File: src/rtl/fcmp_pkg.sv
package fcmp_pkg;

  // Opcode bit 1: signaling flavour, bit 0: compare against +0.0
  typedef enum logic [1:0] {
    OP_QUIET_REG  = 2'b00,
    OP_QUIET_ZERO = 2'b01,
    OP_SIG_REG    = 2'b10,
    OP_SIG_ZERO   = 2'b11
  } fcmp_op_e;

  // Strobes from control to datapath
  typedef struct packed {
    logic capture;
    logic useZero;
    logic sigMode;
  } fcmp_strobe_t;

  // Condition codes, N in bit 3 down to V in bit 0
  localparam logic [3:0] NZCV_EQ = 4'b0110;
  localparam logic [3:0] NZCV_LT = 4'b1000;
  localparam logic [3:0] NZCV_GT = 4'b0010;
  localparam logic [3:0] NZCV_UN = 4'b0011;

endpackage

File: src/rtl/fcmp_classify.sv
module fcmp_classify #(
  parameter int EXP_W = 8,
  parameter int MAN_W = 23,
  localparam int W = 1 + EXP_W + MAN_W
) (
  input  logic [W-1:0]         opnd,
  output logic                 isNan,
  output logic                 isSnan,
  output logic                 isZero,
  output logic                 sign,
  output logic [EXP_W+MAN_W-1:0] mag
);

  logic [EXP_W-1:0] expField;
  logic [MAN_W-1:0] fracField;
  logic             expOnes;
  logic             fracNz;

  always_comb begin
    sign      = opnd[W-1];
    expField  = opnd[W-2:MAN_W];
    fracField = opnd[MAN_W-1:0];
    mag       = opnd[W-2:0];
    expOnes   = &expField;
    fracNz    = |fracField;
    isNan     = expOnes && fracNz;
    isSnan    = isNan && !fracField[MAN_W-1];
    isZero    = !(|mag);
  end

endmodule

File: src/rtl/fcmp_ctrl.sv
module fcmp_ctrl
  import fcmp_pkg::*;
(
  input  logic         clk,
  input  logic         rstN,
  input  logic         inValid,
  input  logic [1:0]   opcode,
  output fcmp_strobe_t strobe,
  output logic         resValid
);

  fcmp_op_e opDec;

  always_comb begin
    opDec          = fcmp_op_e'(opcode);
    strobe.capture = inValid;
    strobe.useZero = (opDec == OP_QUIET_ZERO) || (opDec == OP_SIG_ZERO);
    strobe.sigMode = (opDec == OP_SIG_REG) || (opDec == OP_SIG_ZERO);
  end

  always_ff @(posedge clk or negedge rstN) begin
    if (!rstN) resValid <= 1'b0;
    else       resValid <= inValid;
  end

  // result-valid follows the strobe by exactly one cycle
  assert_valid_follows_R9: assert property (@(posedge clk) disable iff (!rstN)
    inValid |=> resValid);
  assert_valid_idle_R9: assert property (@(posedge clk) disable iff (!rstN)
    !inValid |=> !resValid);

endmodule

File: src/rtl/fcmp_datapath.sv
module fcmp_datapath
  import fcmp_pkg::*;
#(
  parameter int EXP_W = 8,
  parameter int MAN_W = 23,
  localparam int W = 1 + EXP_W + MAN_W,
  localparam int MAG_W = EXP_W + MAN_W,
  localparam int NOPS = 2
) (
  input  logic         clk,
  input  logic         rstN,
  input  fcmp_strobe_t strobe,
  input  logic [W-1:0] opA,
  input  logic [W-1:0] opB,
  output logic [3:0]   nzcv,
  output logic         invalidOp
);

  logic [W-1:0]     opSel  [NOPS];
  logic             nanV   [NOPS];
  logic             snanV  [NOPS];
  logic             zeroV  [NOPS];
  logic             signV  [NOPS];
  logic [MAG_W-1:0] magV   [NOPS];

  always_comb begin
    opSel[0] = opA;
    opSel[1] = strobe.useZero ? '0 : opB;
  end

  for (genvar i = 0; i < NOPS; i++) begin : g_cls
    fcmp_classify #(.EXP_W(EXP_W), .MAN_W(MAN_W)) u_cls (
      .opnd  (opSel[i]),
      .isNan (nanV[i]),
      .isSnan(snanV[i]),
      .isZero(zeroV[i]),
      .sign  (signV[i]),
      .mag   (magV[i])
    );
  end

  logic       anyNan;
  logic       anySnan;
  logic       bothZero;
  logic       magEq;
  logic       magGt;
  logic [3:0] nextFlags;
  logic       nextInvalid;

  always_comb begin
    anyNan   = nanV[0] || nanV[1];
    anySnan  = snanV[0] || snanV[1];
    bothZero = zeroV[0] && zeroV[1];
    magEq    = (magV[0] == magV[1]);
    magGt    = (magV[0] > magV[1]);

    if (anyNan)                   nextFlags = NZCV_UN;
    else if (bothZero)            nextFlags = NZCV_EQ;
    else if (signV[0] != signV[1]) nextFlags = signV[0] ? NZCV_LT : NZCV_GT;
    else if (magEq)               nextFlags = NZCV_EQ;
    else if (magGt ^ signV[0])    nextFlags = NZCV_GT;
    else                          nextFlags = NZCV_LT;

    nextInvalid = anySnan || (strobe.sigMode && anyNan);
  end

  always_ff @(posedge clk or negedge rstN) begin
    if (!rstN) begin
      nzcv      <= 4'b0000;
      invalidOp <= 1'b0;
    end else begin
      if (strobe.capture) nzcv <= nextFlags;
      invalidOp <= strobe.capture && nextInvalid;
    end
  end

  // NaN operand yields unordered code
  assert_nan_unordered_R2: assert property (@(posedge clk) disable iff (!rstN)
    strobe.capture && (nanV[0] || nanV[1]) |=> nzcv == NZCV_UN);
  // quiet compare without signaling NaN leaves invalid low
  assert_quiet_no_invalid_R3: assert property (@(posedge clk) disable iff (!rstN)
    strobe.capture && !strobe.sigMode && !snanV[0] && !snanV[1] |=> !invalidOp);
  // signaling NaN always raises invalid
  assert_snan_invalid_R4: assert property (@(posedge clk) disable iff (!rstN)
    strobe.capture && (snanV[0] || snanV[1]) |=> invalidOp);
  // signaling compare raises invalid on any NaN
  assert_sig_nan_invalid_R5: assert property (@(posedge clk) disable iff (!rstN)
    strobe.capture && strobe.sigMode && (nanV[0] || nanV[1]) |=> invalidOp);
  // two zeros compare equal
  assert_zero_equal_R7: assert property (@(posedge clk) disable iff (!rstN)
    strobe.capture && zeroV[0] && zeroV[1] |=> nzcv == NZCV_EQ);
  // flags hold and invalid stays low between requests
  assert_flags_hold_R9: assert property (@(posedge clk) disable iff (!rstN)
    !strobe.capture |=> $stable(nzcv) && !invalidOp);

endmodule

File: src/rtl/fcmp_flags.sv
module fcmp_flags
  import fcmp_pkg::*;
#(
  parameter int EXP_W = 8,
  parameter int MAN_W = 23,
  localparam int W = 1 + EXP_W + MAN_W
) (
  input  logic         clk,
  input  logic         rstN,
  input  logic         inValid,
  input  logic [1:0]   opcode,
  input  logic [W-1:0] opA,
  input  logic [W-1:0] opB,
  output logic         resValid,
  output logic [3:0]   nzcv,
  output logic         invalidOp
);

  fcmp_strobe_t strobe;

  fcmp_ctrl u_ctrl (
    .clk     (clk),
    .rstN    (rstN),
    .inValid (inValid),
    .opcode  (opcode),
    .strobe  (strobe),
    .resValid(resValid)
  );

  fcmp_datapath #(.EXP_W(EXP_W), .MAN_W(MAN_W)) u_dp (
    .clk      (clk),
    .rstN     (rstN),
    .strobe   (strobe),
    .opA      (opA),
    .opB      (opB),
    .nzcv     (nzcv),
    .invalidOp(invalidOp)
  );

  // a presented result is always one of the four legal codes
  assert_legal_code_R6: assert property (@(posedge clk) disable iff (!rstN)
    resValid |-> (nzcv == NZCV_EQ || nzcv == NZCV_LT ||
                  nzcv == NZCV_GT || nzcv == NZCV_UN));
  // invalid only alongside a valid result
  assert_invalid_qualified_R9: assert property (@(posedge clk) disable iff (!rstN)
    invalidOp |-> resValid);

endmodule

File: config.mk
export PLATFORM = sky130hd
export DESIGN_NAME = fcmp_flags
export DESIGN_NICKNAME = d
export VERILOG_FILES = /design/src/rtl/fcmp_pkg.sv /design/src/rtl/fcmp_classify.sv /design/src/rtl/fcmp_ctrl.sv /design/src/rtl/fcmp_datapath.sv /design/src/rtl/fcmp_flags.sv
export SDC_FILE = /design/constraint.sdc
export NUM_CORES = 1
export LEC_CHECK = 0
export CORE_ASPECT_RATIO = 0.5
export CORE_MARGIN = 2
export CORE_UTILIZATION = 30
export CTS_CLUSTER_SIZE = 8
export DETAILED_ROUTE_END_ITERATION = 12
export PLACE_DENSITY_LB_ADDON = 0.25
export SYNTH_ARGS = -nofsm -noshare
export SYNTH_HDL_FRONTEND = slang
export SYNTH_SLANG_ARGS = --single-unit
File: constraint.sdc
create_clock -name clk -period 1.7 [get_ports clk]
set_input_delay 0.17 -clock clk [delete_from_list [all_inputs] [get_ports clk]]
set_output_delay 0.17 -clock clk [all_outputs]
set_load 0.005 [all_outputs]
==> Word level (Yosys, flattened, before mapping) <==
Cells that the tools add are included.
{ "word_totals": {"reg_bits": 6, "inputBits": 69, "output_inout_bits": 6, "word_cells": 39} }
{ "op_classes": {"n_lt_le_gt_ge": 1, "eq_ne": 5, "mux": 7, "n_bitwise": 1, "n_reduce_logical": 22} }
{ "ops": {"columns": ["operator", "count"], "rows": [
  ["31-bit OR reduction", 2],
  ["23-bit OR reduction", 2],
  ["32-bit two-way mux", 1],
  ["31-bit equality test", 1],
  ["31-bit > comparator", 1],
  ["4-bit two-way mux", 6],
  ["8-bit AND reduction", 2],
  ["1-bit logical AND", 7],
  ["1-bit logical OR", 5],
  ["2-bit equality test (second input constant)", 2],
  ["1-bit logical NOT", 4],
  ["2-bit by 1-bit equality test with 1-bit output (second input constant)", 1],
  ["1-bit inequality test", 1],
  ["1-bit bitwise XOR", 1]
]} }

==> Logic depth before layout (Yosys ltp) <==
Gate-level depths: netlist of the first run.
{ "logic_depth": {"word_depth": 10, "depth_mapped": 11, "depth_no_buf": 9} }

==> Modules after synthesis <==
Synthesis of the first run repeated with hierarchy kept, for this count alone.
{ "unflattened": {"hier_cells": 269, "hier_area_um2": 1980.6} }
{ "by_module_without_submodules": {"columns": ["module", "instances", "cells_per_inst", "area_per_inst_um2", "seq_area_each_um2"], "rows": [
  ["fcmp_datapath", 1, 171, 1244.9, 125.1],
  ["fcmp_classify", 2, 47, 347.8, 0.0],
  ["fcmp_ctrl", 1, 4, 40.0, 25.0]
]} }

==> Worst setup path after synthesis of the first run <==
Ideal clock, no wire load.
{ "synth_timing": {"path_kind": "input to register", "from": "in opcode[0]", "to": "reg u_dp.nzcv[1]", "setup_ps": 126, "arrival_ps": 2415, "required_ps": 1574, "slack_ps": -841, "path_stages": 11, "n_path_buf": 2, "cell_sequence": "inv_1 -> clkbuf_1 -> buf_1 -> nand2_1 -> ha_1 -> a211oi_1 -> nor2_1 -> o31a_1 -> o41ai_1 -> a21oi_1 -> o32a_1"} }
{ "synth_between": {"elab_chain_len": 10, "elab_cells_between_ends": 20, "classes_between": "order compare (1); eq/ne (4); mux (6); bitwise (1); reduce/logical (8)"} }
{ "synth_rtl": {"columns": ["item", "line", "text"], "rows": [
  ["start, declared", "fcmp_flags.sv:11", "input logic [1:0] opcode,"],
  ["2-bit by 1-bit equality test with 1-bit output or 2-bit equality test (tied branches)", "fcmp_ctrl.sv:17", "strobe.useZero = (opDec == OP_QUIET_ZERO) || (opDec == OP_SIG_ZERO);"],
  ["1-bit logical OR *", "fcmp_ctrl.sv:17", null],
  ["32-bit two-way mux *", "fcmp_datapath.sv:28", "opSel[1] = strobe.useZero ? '0 : opB;"],
  ["31-bit > comparator", "fcmp_datapath.sv:55", "magGt = (magV[0] > magV[1]);"],
  ["1-bit bitwise XOR", "fcmp_datapath.sv:61", "else if (magGt ^ signV[0]) nextFlags = NZCV_GT;"],
  ["4-bit two-way mux", "fcmp_datapath.sv:61", null],
  ["4-bit two-way mux", "fcmp_datapath.sv:60", "else if (magEq) nextFlags = NZCV_EQ;"],
  ["4-bit two-way mux", "fcmp_datapath.sv:59", "else if (signV[0] != signV[1]) nextFlags = signV[0] ? NZCV_LT : NZCV_GT;"],
  ["4-bit two-way mux", "fcmp_datapath.sv:58", "else if (bothZero) nextFlags = NZCV_EQ;"],
  ["4-bit two-way mux *", "fcmp_datapath.sv:57", "if (anyNan) nextFlags = NZCV_UN;"],
  ["end signal, assigned", "fcmp_datapath.sv:72", "if (strobe.capture) nzcv <= nextFlags;"],
  ["end, declared", "fcmp_datapath.sv:15", "output logic [3:0] nzcv,"]
]} }
Every way passes the cells marked *; elsewhere a longest branch is shown, timed or not.
A chain may end at the register's enable or synchronous reset.

==> Final worst setup path of the first run <==
{ "layout_timing": {"from": "in opB[25]", "to": "reg u_dp.nzcv[3]"} }
{ "layout_between": {"elab_chain_len": 8, "elab_cells_between_ends": 15, "classes_between": "order compare (1); eq/ne (1); mux (6); bitwise (1); reduce/logical (6)"} }
{ "layout_rtl": {"columns": ["item", "line", "text"], "rows": [
  ["start, declared", "fcmp_flags.sv:13", "input logic [W-1:0] opB,"],
  ["32-bit two-way mux *", "fcmp_datapath.sv:28", null],
  ["31-bit > comparator", "fcmp_datapath.sv:55", null],
  ["1-bit bitwise XOR", "fcmp_datapath.sv:61", null],
  ["4-bit two-way mux", "fcmp_datapath.sv:61", null],
  ["4-bit two-way mux", "fcmp_datapath.sv:60", null],
  ["4-bit two-way mux", "fcmp_datapath.sv:59", null],
  ["4-bit two-way mux", "fcmp_datapath.sv:58", null],
  ["4-bit two-way mux *", "fcmp_datapath.sv:57", null]
]} }
Marked as above.

==> results.md, run 1 <==
* Hold-fix buffers at CTS at 0
* Fillers at 312
* Via count at 1,862
* Initial antenna violation count at 0
* Final nets at 387
* Status: finished, violations left
* Layout cells sized above 1 at 0.4211
* Top_reg_cell synth: dfrtp_1
* 1st-pass router iterations at 4
* Antenna cells at 0
* CTS Buf Count at 3
* #FFs+latches synth at 6
* Final ANT Viol Nets at 0
* Rows at 16
* Fin util at 0.7006
* Max cap viols at 0
* Reg area at 150.1 um2
* First-pass GRT wire length at 8990 um
* Clk sink count at 6
* Max VDD drop at 0.2082 mV
* WL/cell at 16.67 um
* # DRC at 0
* Clock skew at 0 ns
* Cell count after synthesis at 167
* Slew margin rel. at 0.7547
* Leading cell types by count after synthesis: nand2_1 (36), ha_1 (31), a21oi_1 (13)
* Sum of buffers and inverters on the critical path at 2
* Area Growth Syn to Fin at 118.3%
* Grt total ovfl at 0
* Worst-margin pin slew at 0.3652 ns
* Hold crit path type: input port to async pin
* Die outline height at 50.39 um
* Starting density of the core at 0.3209
* GR Util met2 at 0.4039
* Die outline width at 96.78 um
* Total placed instance area at 2385 um2
* FF-to-FF path depth at 1
* CP Cell Sequence: dlygate4sd2_1, buf_4, o41ai_1, nand4_1, or4b_1, or3b_4, o32ai_4
* WP data arrival at 2.13 ns
* Number of library cell types mapped by synthesis at 38
* Post-route cell area at 2819 um2
* Avg Vias per Cell at 5.493
* GRT Total Usage at 0.2288
* Post-route minimum period at 2.026 ns
* Top-area cell type share of the netlist area at 0.3004
* Critical path's slowest cell: or4b_1
* M3 GR Usage at 0.03482
* Max-slew violation count at 0
* Leak Pwr at 1.294 nW
* Hold Vio Cnt, Final at 0
* TritonCTS clock tree: built
* Most numerous cell in the Yosys netlist: nand2_1
* Root Driver: clkbuf_8
* Endpoints failing setup at 3
* Vias in the first global route at 1,920
* HPWL after DPL at 3845 um
* CP max stage delay at 0.59 ns
* Top cells by area, synth: ha_1 (30%), dfrtp_1 (12%), nand2_1 (10%)
* F_max at 493.6 MHz
* Post-synth top area cell: ha_1
* Dpl cells at 321
* Io pins at 75
* Die Footprint at 4877 um2
* Final worst path period share at 1.192
* Setup CP Type: input port to flop
* Worst setup margin at -0.3258 ns
* Critical Path Start Type: input port
* Pin count of the biggest net entering global routing at 10
* Crit-path leading delay family: simple AND/OR/NAND/NOR gates
* Syn Nets at 267
* Sequential area share after synthesis at 0.1163
* Critical path peak fanout at 2
* Routability congestion estimate at 0.8019
* Worst EP required at 1.80 ns
* Met1 GRT Util at 0.2977
* CORE AREA at 4024 um2
* RSZ-0062 raised after global routing: true
* Hold slack at 0.1939 ns
* Reg-to-reg startpoint: u_dp.nzcv[2]
* Syn avg cell area at 7.732 um2
* P per Cell Area at 341.5 nW/um2
* Setup crit end kind: flop
* Asr flop ratio synth at 1.000
* Clock transition at path regs at 0.04 ns
* Global routing's busiest layer: met2
* Post-synth EDFFs at 0
* Post-route insts no fill at 339
* DRT Wirelength at 5650 um
* Port Buffers at 74
* Worst reg-to-reg setup slack at 0.93 ns
* Starting DRT DRC Count at 90
* Max H-tree Level at 1
* Worst-Skew Late Latency at 0.22 ns
* Violated checks: negative setup slack
* Synth warn at 0
* Maximum clock path buffer count at 2
* Post-synthesis cell area at 1291 um2
* Reg2Reg Capture Point: u_dp.nzcv[2]
* Multi-input combinational cell area at 1470 um2
-- kinds of logic (layout without fill, tap and decap cells) --
family / Yosys count / after routing / synth area share
AOI/OAI and AO/OA: 37 / 37 / 0.1987
buffers and inverters: 8 / 126 / 0.02326
muxes: 1 / 1 / 0.008720
and+or+nand+nor: 84 / 84 / 0.3527
adders and majority gates: 31 / 31 / 0.3004
DFF: 6 / 6 / 0.1163
-- routing by layer --
layer | part of all wire | wire, um
met1 | 0.44 | 2462
met2 | 0.50 | 2822
met3 | 0.056 | 314
met4 | 0.0090 | 51
met5 | 0 | 0
-- cell usage in the layout (no fill, tap or decap), types with 3 or more instances in the layout --
cell type,synthesis,final
buf_4,0,39
dlygate4sd2_1,0,36
nand2_1,36,22
ha_1,31,18
nand2_2,1,13
ha_4,0,12
clkdlybuf4s50_1,0,11
nand4_1,10,10
clkbuf_2,0,10
a21oi_1,13,9
dlymetal6s2s_1,0,9
nor4_2,4,7
dfrtp_1,6,6
clkdlybuf4s15_1,0,5
inv_1,5,4
nand3_1,5,4
a21oi_2,0,4
nor4_1,8,3
nor2_1,5,3
clkbuf_8,0,3
buf_12,0,3
-- worst max-delay path by stage --
| stage | startpoint | end | slack (ns) | cells after the start |
|---|---|---|---|---|
| 4_1_cts | opcode[0] | u_dp.nzcv[1] | -0.36 | 11 |
| 5_1_grt | opB[26] | u_dp.nzcv[1] | -0.42 | 7 |
| 6_report | opB[25] | u_dp.nzcv[3] | -0.33 | 7 |
| 3_3_place_gp | opcode[0] | u_dp.nzcv[1] | -0.89 | 11 |
| 3_5_place_dp | opcode[0] | u_dp.nzcv[1] | -0.97 | 10 |
| 2_1_floorplan | opcode[0] | u_dp.nzcv[1] | -0.37 | 11 |
-- final cells by class --
class | instances | area share
multi-input cells | 153 | 0.5215
well taps | 54 | 0.02397
inverters | 5 | 0.01243
repair buffers | 116 | 0.3613
repair inverters | 2 | 0.01287
flip-flops and latches | 6 | 0.05326
clock buffers | 3 | 0.01465
-- what timing repair did --
action,CTS,global route
gates cloned,2,0
pin swaps,49,23
setup buffers,13,1
resized for setup,99,62
setup endpoints to repair,4,5
-- sequential cells by signal (all words and copies together) (netlist names) --
signal	cells
u_dp.invalidOp	1
u_ctrl.resValid	1
u_dp.nzcv	4
-- metrics by stage --
stage / total power, mW / setup TNS, ns / worst slack (ns)
finish: 0.9627 / -0.8611 / -0.3258
global route: 1.039 / -1.161 / -0.4245
CTS: 0.9165 / -0.9715 / -0.3556
detailed placement: 0.6536 / -3.388 / -0.9719
global placement: 0.6464 / -3.054 / -0.8886
floorplan: 0.3519 / -0.7242 / -0.3655
-- report_power, final --
part,leakage (nW),switching (mW),internal [mW]
Sequential,0.0754,0.00486,0.153
Combinational,1.20,0.267,0.322
Clock,0.0216,0.0631,0.152
Total,1.29,0.335,0.628
Note: power is estimated with default switching activity, not from simulation.
==> run 2: changes to the inputs <==
- SYNTH_HIERARCHICAL: not set -> 1
==> results.md, run 2 <==
* CTS Buf Count at 3 (unchanged)
* Starting DRT DRC Count at 72 (-20%)
* Die outline width at 118.9 um (+23%)
* P per Cell Area at 370.1 nW/um2 (+8.4%)
* GRT Total Usage at 0.1654 (-0.06343)
* Hold crit path type: input port to async pin
* Endpoints failing setup at 5 (+2)
* Violated checks: negative setup slack
* Cell count after synthesis at 269 (+61%)
* Avg Vias per Cell at 4.651 (-15%)
* Final ANT Viol Nets at 0 (unchanged)
* Worst reg-to-reg setup slack at 0.94 ns (about the same)
* Reg area at 150.1 um2 (unchanged)
* Max VDD drop at 0.3576 mV (+72%)
* CP Cell Sequence: clkdlybuf4s15_1, nor2b_4, or4_4, nor2_4, a211oi_2, nor2_1, nand2_1, a21o_1, or3_4, o221a_1
* Sum of buffers and inverters on the critical path at 1 (-1)
* Number of library cell types mapped by synthesis at 35 (-7.9%)
* First-pass GRT wire length at 9653 um (+7.4%)
* Antenna cells at 0 (unchanged)
* Area Growth Syn to Fin at 85.09%
* Fillers at 530 (+70%)
* FF-to-FF path depth at 1 (unchanged)
* Max H-tree Level at 1 (unchanged)
* Max-slew violation count at 0 (unchanged)
* Clock skew at 0 ns (unchanged)
* Critical Path Start Type: input port
* Top_reg_cell synth: dfrtp_1
* Reg2Reg Capture Point: u_dp/nzcv[1]
* Worst-Skew Late Latency at 0.22 ns (about the same)
* Asr flop ratio synth at 1.000 (unchanged)
* Post-synth EDFFs at 0 (unchanged)
* Sequential share of power at 0.119 (-0.045)
* Die Footprint at 7308 um2 (+50%)
* WL/cell at 14.49 um (-13%)
* Worst setup margin at -0.4081 ns (-0.08224 ns)
* Max cap viols at 0 (unchanged)
* HPWL after DPL at 4565 um (+19%)
* Clk sink count at 6 (unchanged)
* Multi-input combinational cell area at 1772 um2 (+21%)
* Final nets at 455 (+18%)
* Post-route cell area at 3666 um2 (+30%)
* DRT Wirelength at 6388 um (+13%)
* Most frequent cells in the layout: buf_4 (63), clkdlybuf4s50_1 (38), nor2b_4 (30)
* Biggest regs: u_dp/nzcv x4, u_ctrl/resValid x1, u_dp/invalidOp x1
* Sw Share at 0.3029 (-0.04517)
* Total placed instance area at 2771 um2 (+16%)
* Top cells by area, synth: buf_4 (25%), ha_1 (20%), nor2b_1 (10%)
* Sequential area share after synthesis at 0.07581 (-0.04047)
* Critical path's slowest cell: or4_4
* Hold Vio Cnt, Final at 0 (unchanged)
* Clock share of power at 0.278 (+0.054)
* Crit-path leading delay family: simple AND/OR/NAND/NOR gates
* Layout cells sized above 1 at 0.4929 (+0.07187)
* Clock transition at path regs at 0.03 ns (about the same)
* Net Sw Power at 0.4109 mW (+23%)
* Most numerous cell in the Yosys netlist: buf_4
* # DRC at 0 (unchanged)
* Port Buffers at 74 (unchanged)
* Leading cell types by count after synthesis: buf_4 (65), inv_1 (33), nor2b_1 (33)
* Syn Nets at 369 (+38%)
* Final worst path period share at 1.240 (+0.04838)
* 1st-pass router iterations at 4 (unchanged)
* Max reg flops at 4 (unchanged)
* Worst EP required at 1.80 ns (about the same)
* Top-area cell type share of the netlist area at 0.2464 (-0.05402)
* Combinational fraction of design power at 0.603 (-0.009)
* Status: finished, violations left
* Critical path peak fanout at 2 (unchanged)
* F_max at 474.4 MHz (-3.9%)
* Die outline height at 61.46 um (+22%)
* Pin count of the biggest net entering global routing at 8 (-2)
* Initial antenna violation count at 0 (unchanged)
* Syn avg cell area at 7.363 um2 (-4.8%)
* Total Neg Setup Slack at -1.429 ns (-0.5682 ns)
* WP data arrival at 2.21 ns (+0.08 ns)
* Rows at 20 (+4)
* Setup CP Type: input port to flop
* Post-synthesis cell area at 1981 um2 (+53%)
* Leak Pwr at 1.641 nW (+27%)
* Root Driver: clkbuf_16
* Reg-to-reg startpoint: u_dp/nzcv[1]
* Most flops, register: u_dp/nzcv
* Via count at 2,051 (+10%)
* Routability congestion estimate at 0.8596 (+7.2%)
* Maximum clock path buffer count at 2 (unchanged)
* Io pins at 75 (unchanged)
* TritonCTS clock tree: built
* Setup crit end kind: flop
* Vias in the first global route at 2,074 (+8.0%)
* Post-synth top area cell: buf_4
* Synth warn at 6 (+6)
* CP max stage delay at 0.52 ns (-0.07 ns)
* Post-route minimum period at 2.108 ns (+0.08224 ns)
* Grt total ovfl at 0 (unchanged)
* CORE AREA at 6231 um2 (+55%)
* Commonest non-fill, non-tap cell in the layout: buf_4
* Slew margin rel. at 0.7267 (-0.02797)
* #FFs+latches synth at 6 (unchanged)
* Cell Int Power at 0.9459 mW (+51%)
* Hold slack at 0.1826 ns (-0.01132 ns)
* Worst-margin pin slew at 0.3996 ns (+0.03444 ns)
* RSZ-0062 raised after global routing: true
* Starting density of the core at 0.3179 (-0.003024)
## run 2: cell count changes after synthesis, sizes merged, moves of 3 or more
cell	delta
nor2b	+31
nand4	-3
buf	+64
or4	+4
inv	+28
nand2	-26
o41ai	-3
and4	+4
clkbuf	+3
## run 2: cell families after synthesis
kind of cell / count (synthesis) / share of synthesized area
AO/OA/AOI/OAI: 38 / 0.1295
adder cells (fa/ha/maj): 31 / 0.1958
buffers and inverters: 103 / 0.3184
flip-flops: 6 / 0.07580
AND/OR/NAND/NOR: 91 / 0.2805
## run 2: stage by stage
step                power [mW]  instances    util  setup WS [ns]
global placement        0.7434        409  0.4448        -0.9894
CTS                      1.273        435  0.5488        -0.4306
global route             1.440        441  0.5884        -0.5102
detailed placement      0.7549        409  0.4448         -1.138
finish                   1.357        441  0.5884        -0.4081
floorplan               0.5245        269       -        -0.4554
## run 2: power groups by stage
stage | combinational [mW] | sequential (mW) | clock [mW]
after floorplan | 0.362 | 0.163 | 0
after global placement | 0.582 | 0.162 | 0
after detailed placement | 0.593 | 0.162 | 0
after CTS | 0.730 | 0.161 | 0.382
after global routing | 0.884 | 0.162 | 0.393
final | 0.818 | 0.161 | 0.378
## run 2: area by class of cell
class	instances	area share
multi-input cells	160	0.4833
repair buffers	151	0.3915
flip-flops and latches	6	0.04096
inverters	33	0.03379
well taps	88	0.03003
clock buffers	3	0.02048
## run 2: routing by layer
layer / share of wire / wire length [um] / up-vias / GRT usage
met5: 0 / 0 / - / 0
met4: 0.014 / 89 / 0 / 0.03912
met1: 0.46 / 2965 / 964 / 0.2113
li1: - / - / 1034 / -
met3: 0.028 / 180 / 9 / 0.01481
met2: 0.49 / 3152 / 44 / 0.3128
## run 2: worst max-delay path by stage
stage	depth (start not counted)	start	end	slack, ns
2_1_floorplan	11	opcode[0]	u_dp/nzcv[1]	-0.46
3_3_place_gp	12	opcode[0]	u_dp/nzcv[1]	-0.99
3_5_place_dp	12	opcode[0]	u_dp/nzcv[1]	-1.14
4_1_cts	12	opcode[0]	u_dp/nzcv[1]	-0.43
5_1_grt	9	opA[3]	u_dp/nzcv[1]	-0.51
6_report	10	opB[2]	u_dp/nzcv[1]	-0.41
## run 2: what timing repair did
action | CTS | global route
gates cloned | 3 | 0
endpoints found under the setup margin | 5 | 5
hold buffers | 0 | 0
gates resized for setup | 125 | 48
pin swaps | 44 | 36
setup buffers | 21 | 7
hold endpoints to repair | 0 | 0
==> run 3: changes to the inputs <==
- ABC_CLOCK_PERIOD_IN_PS: not set -> 1700
- DONT_BUFFER_PORTS: not set -> 1
==> results.md, run 3 (synthesis results as in run 2) <==
* Status: finished, violations left
* Violated checks: negative setup slack
* Area Growth Syn to Fin at 0.6316%
* Max cap viols at 0 (unchanged)
* Cell Int Power at 0.6322 mW (-33%)
* Port Buffers at 0 (-100%)
* Final ANT Viol Nets at 0 (unchanged)
* Avg Vias per Cell at 4.709 (+1.2%)
* F_max at 531.7 MHz (+12%)
* WL/cell at 14.99 um (+3.5%)
* Clock transition at path regs at 0.03 ns (about the same)
* Fin util at 0.3199 (-0.2685)
* Max-slew violation count at 0 (unchanged)
* Worst-Skew Late Latency at 0.23 ns (about the same)
* Total Neg Setup Slack at -0.2971 ns (+1.132 ns)
* Max H-tree Level at 1 (unchanged)
* Hold crit path type: input port to flop
* Final worst path period share at 1.106 (-0.1336)
* Hold Vio Cnt, Final at 0 (unchanged)
* Final nets at 330 (-27%)
* Biggest regs: u_dp/nzcv x4, u_ctrl/resValid x1, u_dp/invalidOp x1
* Root Driver: clkbuf_16
* Routability congestion estimate at 0.8108 (-5.7%)
* Setup CP Type: input port to flop
* P per Cell Area at 441.8 nW/um2 (+19%)
* Clk sink count at 6 (unchanged)
* Initial antenna violation count at 0 (unchanged)
* Starting density of the core at 0.3179 (unchanged)
* Via count at 1,488 (-27%)
* Starting DRT DRC Count at 51 (-29%)
* Critical path peak fanout at 3 (+1)
* HPWL after DPL at 4145 um (-9.2%)
* Die outline height at 61.46 um (unchanged)
* Max VDD drop at 0.2167 mV (-39%)
* Fillers at 657 (+24%)
* TritonCTS clock tree: built
* Max reg flops at 4 (unchanged)
* WP data arrival at 1.99 ns (-0.22 ns)
* Worst-margin pin slew at 0.4254 ns (+0.02576 ns)
* Die outline width at 118.9 um (unchanged)
* RSZ-0062 raised after global routing: true
* Most flops, register: u_dp/nzcv
* Layout cells sized above 1 at 0.2544 (-0.2385)
* Pin count of the biggest net entering global routing at 33 (+25)
* Endpoints failing setup at 3 (-2)
* Worst setup margin at -0.1809 ns (+0.2272 ns)
* Worst EP required at 1.81 ns (about the same)
* Antenna cells at 0 (unchanged)
* Sw Share at 0.2821 (-0.02077)
* CORE AREA at 6231 um2 (unchanged)
* DRT Wirelength at 4738 um (-26%)
* Hold slack at 0.04667 ns (-0.1359 ns)
* CTS Buf Count at 3 (unchanged)
* Die Footprint at 7308 um2 (unchanged)
* Clock share of power at 0.430 (+0.152)
* Clock skew at 0 ns (unchanged)
* Slew margin rel. at 0.7091 (-0.01761)
* Sequential share of power at 0.185 (+0.066)
* GRT Total Usage at 0.1276 (-0.03776)
* Vias in the first global route at 1,538 (-26%)
* Io pins at 75 (unchanged)
* First-pass GRT wire length at 7383 um (-24%)
* Combinational fraction of design power at 0.385 (-0.218)
* Most frequent cells in the layout: inv_1 (33), ha_1 (30), buf_4 (23)
* Grt total ovfl at 0 (unchanged)
* Commonest non-fill, non-tap cell in the layout: inv_1
* Post-route minimum period at 1.881 ns (-0.2272 ns)
* Net Sw Power at 0.2484 mW (-40%)
* Tot Pwr at 0.8805 mW (-35%)
* Rows at 20 (unchanged)
* Leak Pwr at 0.8336 nW (-49%)
* # DRC at 0 (unchanged)
* 1st-pass router iterations at 4 (unchanged)
* Setup crit end kind: flop
* Critical Path Start Type: input port
* Maximum clock path buffer count at 2 (unchanged)
run 3: final timing paths:
path                         startpoint              end  slack (ns)  cells after the start
max                              opB[2]     u_dp/nzcv[1]       -0.18                      9
min                             inValid     u_dp/nzcv[2]        0.05                      1
max reg2reg                u_dp/nzcv[1]     u_dp/nzcv[1]        0.95                      1
min reg2reg                u_dp/nzcv[0]     u_dp/nzcv[0]        0.50                      1
max in group asynchronous          rstN  u_ctrl/resValid        1.22                      1
min in group asynchronous          rstN     u_dp/nzcv[1]        0.26                      1
run 3: layout make-up:
type	count	area [um2]	area share
inverter	33	123.9	0.06215
timing repair buffer	26	203.9	0.1023
multi-input combinational	160	1330	0.6673
clock buffer	3	75.07	0.03766
tap	88	110.1	0.05524
sequential	6	150.1	0.07533
run 3: worst max-delay path, cell delays in order:
cell      delay [ns]
nor2b_4         0.10
or4_4           0.54
nor2_4          0.17
a211oi_2        0.10
nor2_1          0.12
nand2_1         0.08
a21o_1          0.17
or3_4           0.33
o221a_1         0.21
run 3: repair_timing:
| item | in CTS | in global routing |
|---|---|---|
| endpoints found under the hold margin | 7 | 0 |
| gates resized for setup | 3 | 10 |
| buffers inserted | 6 | 3 |
| pin swaps | 2 | 3 |
| setup endpoints to repair | 2 | 4 |
| hold buffers | 2 | 0 |
run 3: per-layer routing:
layer,share of wire,wire length (um),GRT usage,vias up
met4,0,0,0.01361,0
met3,0.048,229,0.02500,0
met1,0.47,2242,0.1658,679
met5,0,0,0,-
li1,-,-,-,782
met2,0.48,2266,0.2332,27
run 3: metrics by stage:
step | cells | setup slack (ns) | cell area [um2]
floorplan | 269 | -0.4554 | 2088
global placement | 302 | -0.3356 | 1770
detailed placement | 302 | -0.3846 | 1770
CTS | 313 | -0.1377 | 1922
global route | 316 | -0.2448 | 1993
finish | 316 | -0.1809 | 1993
run 3: power by group through the flow:
stage	Combinational [mW]	Sequential (mW)	Clock, mW
floorplan	0.362	0.163	0
global placement	0.298	0.165	0
detailed placement	0.305	0.165	0
CTS	0.324	0.164	0.381
global route	0.386	0.165	0.390
finish	0.339	0.163	0.378
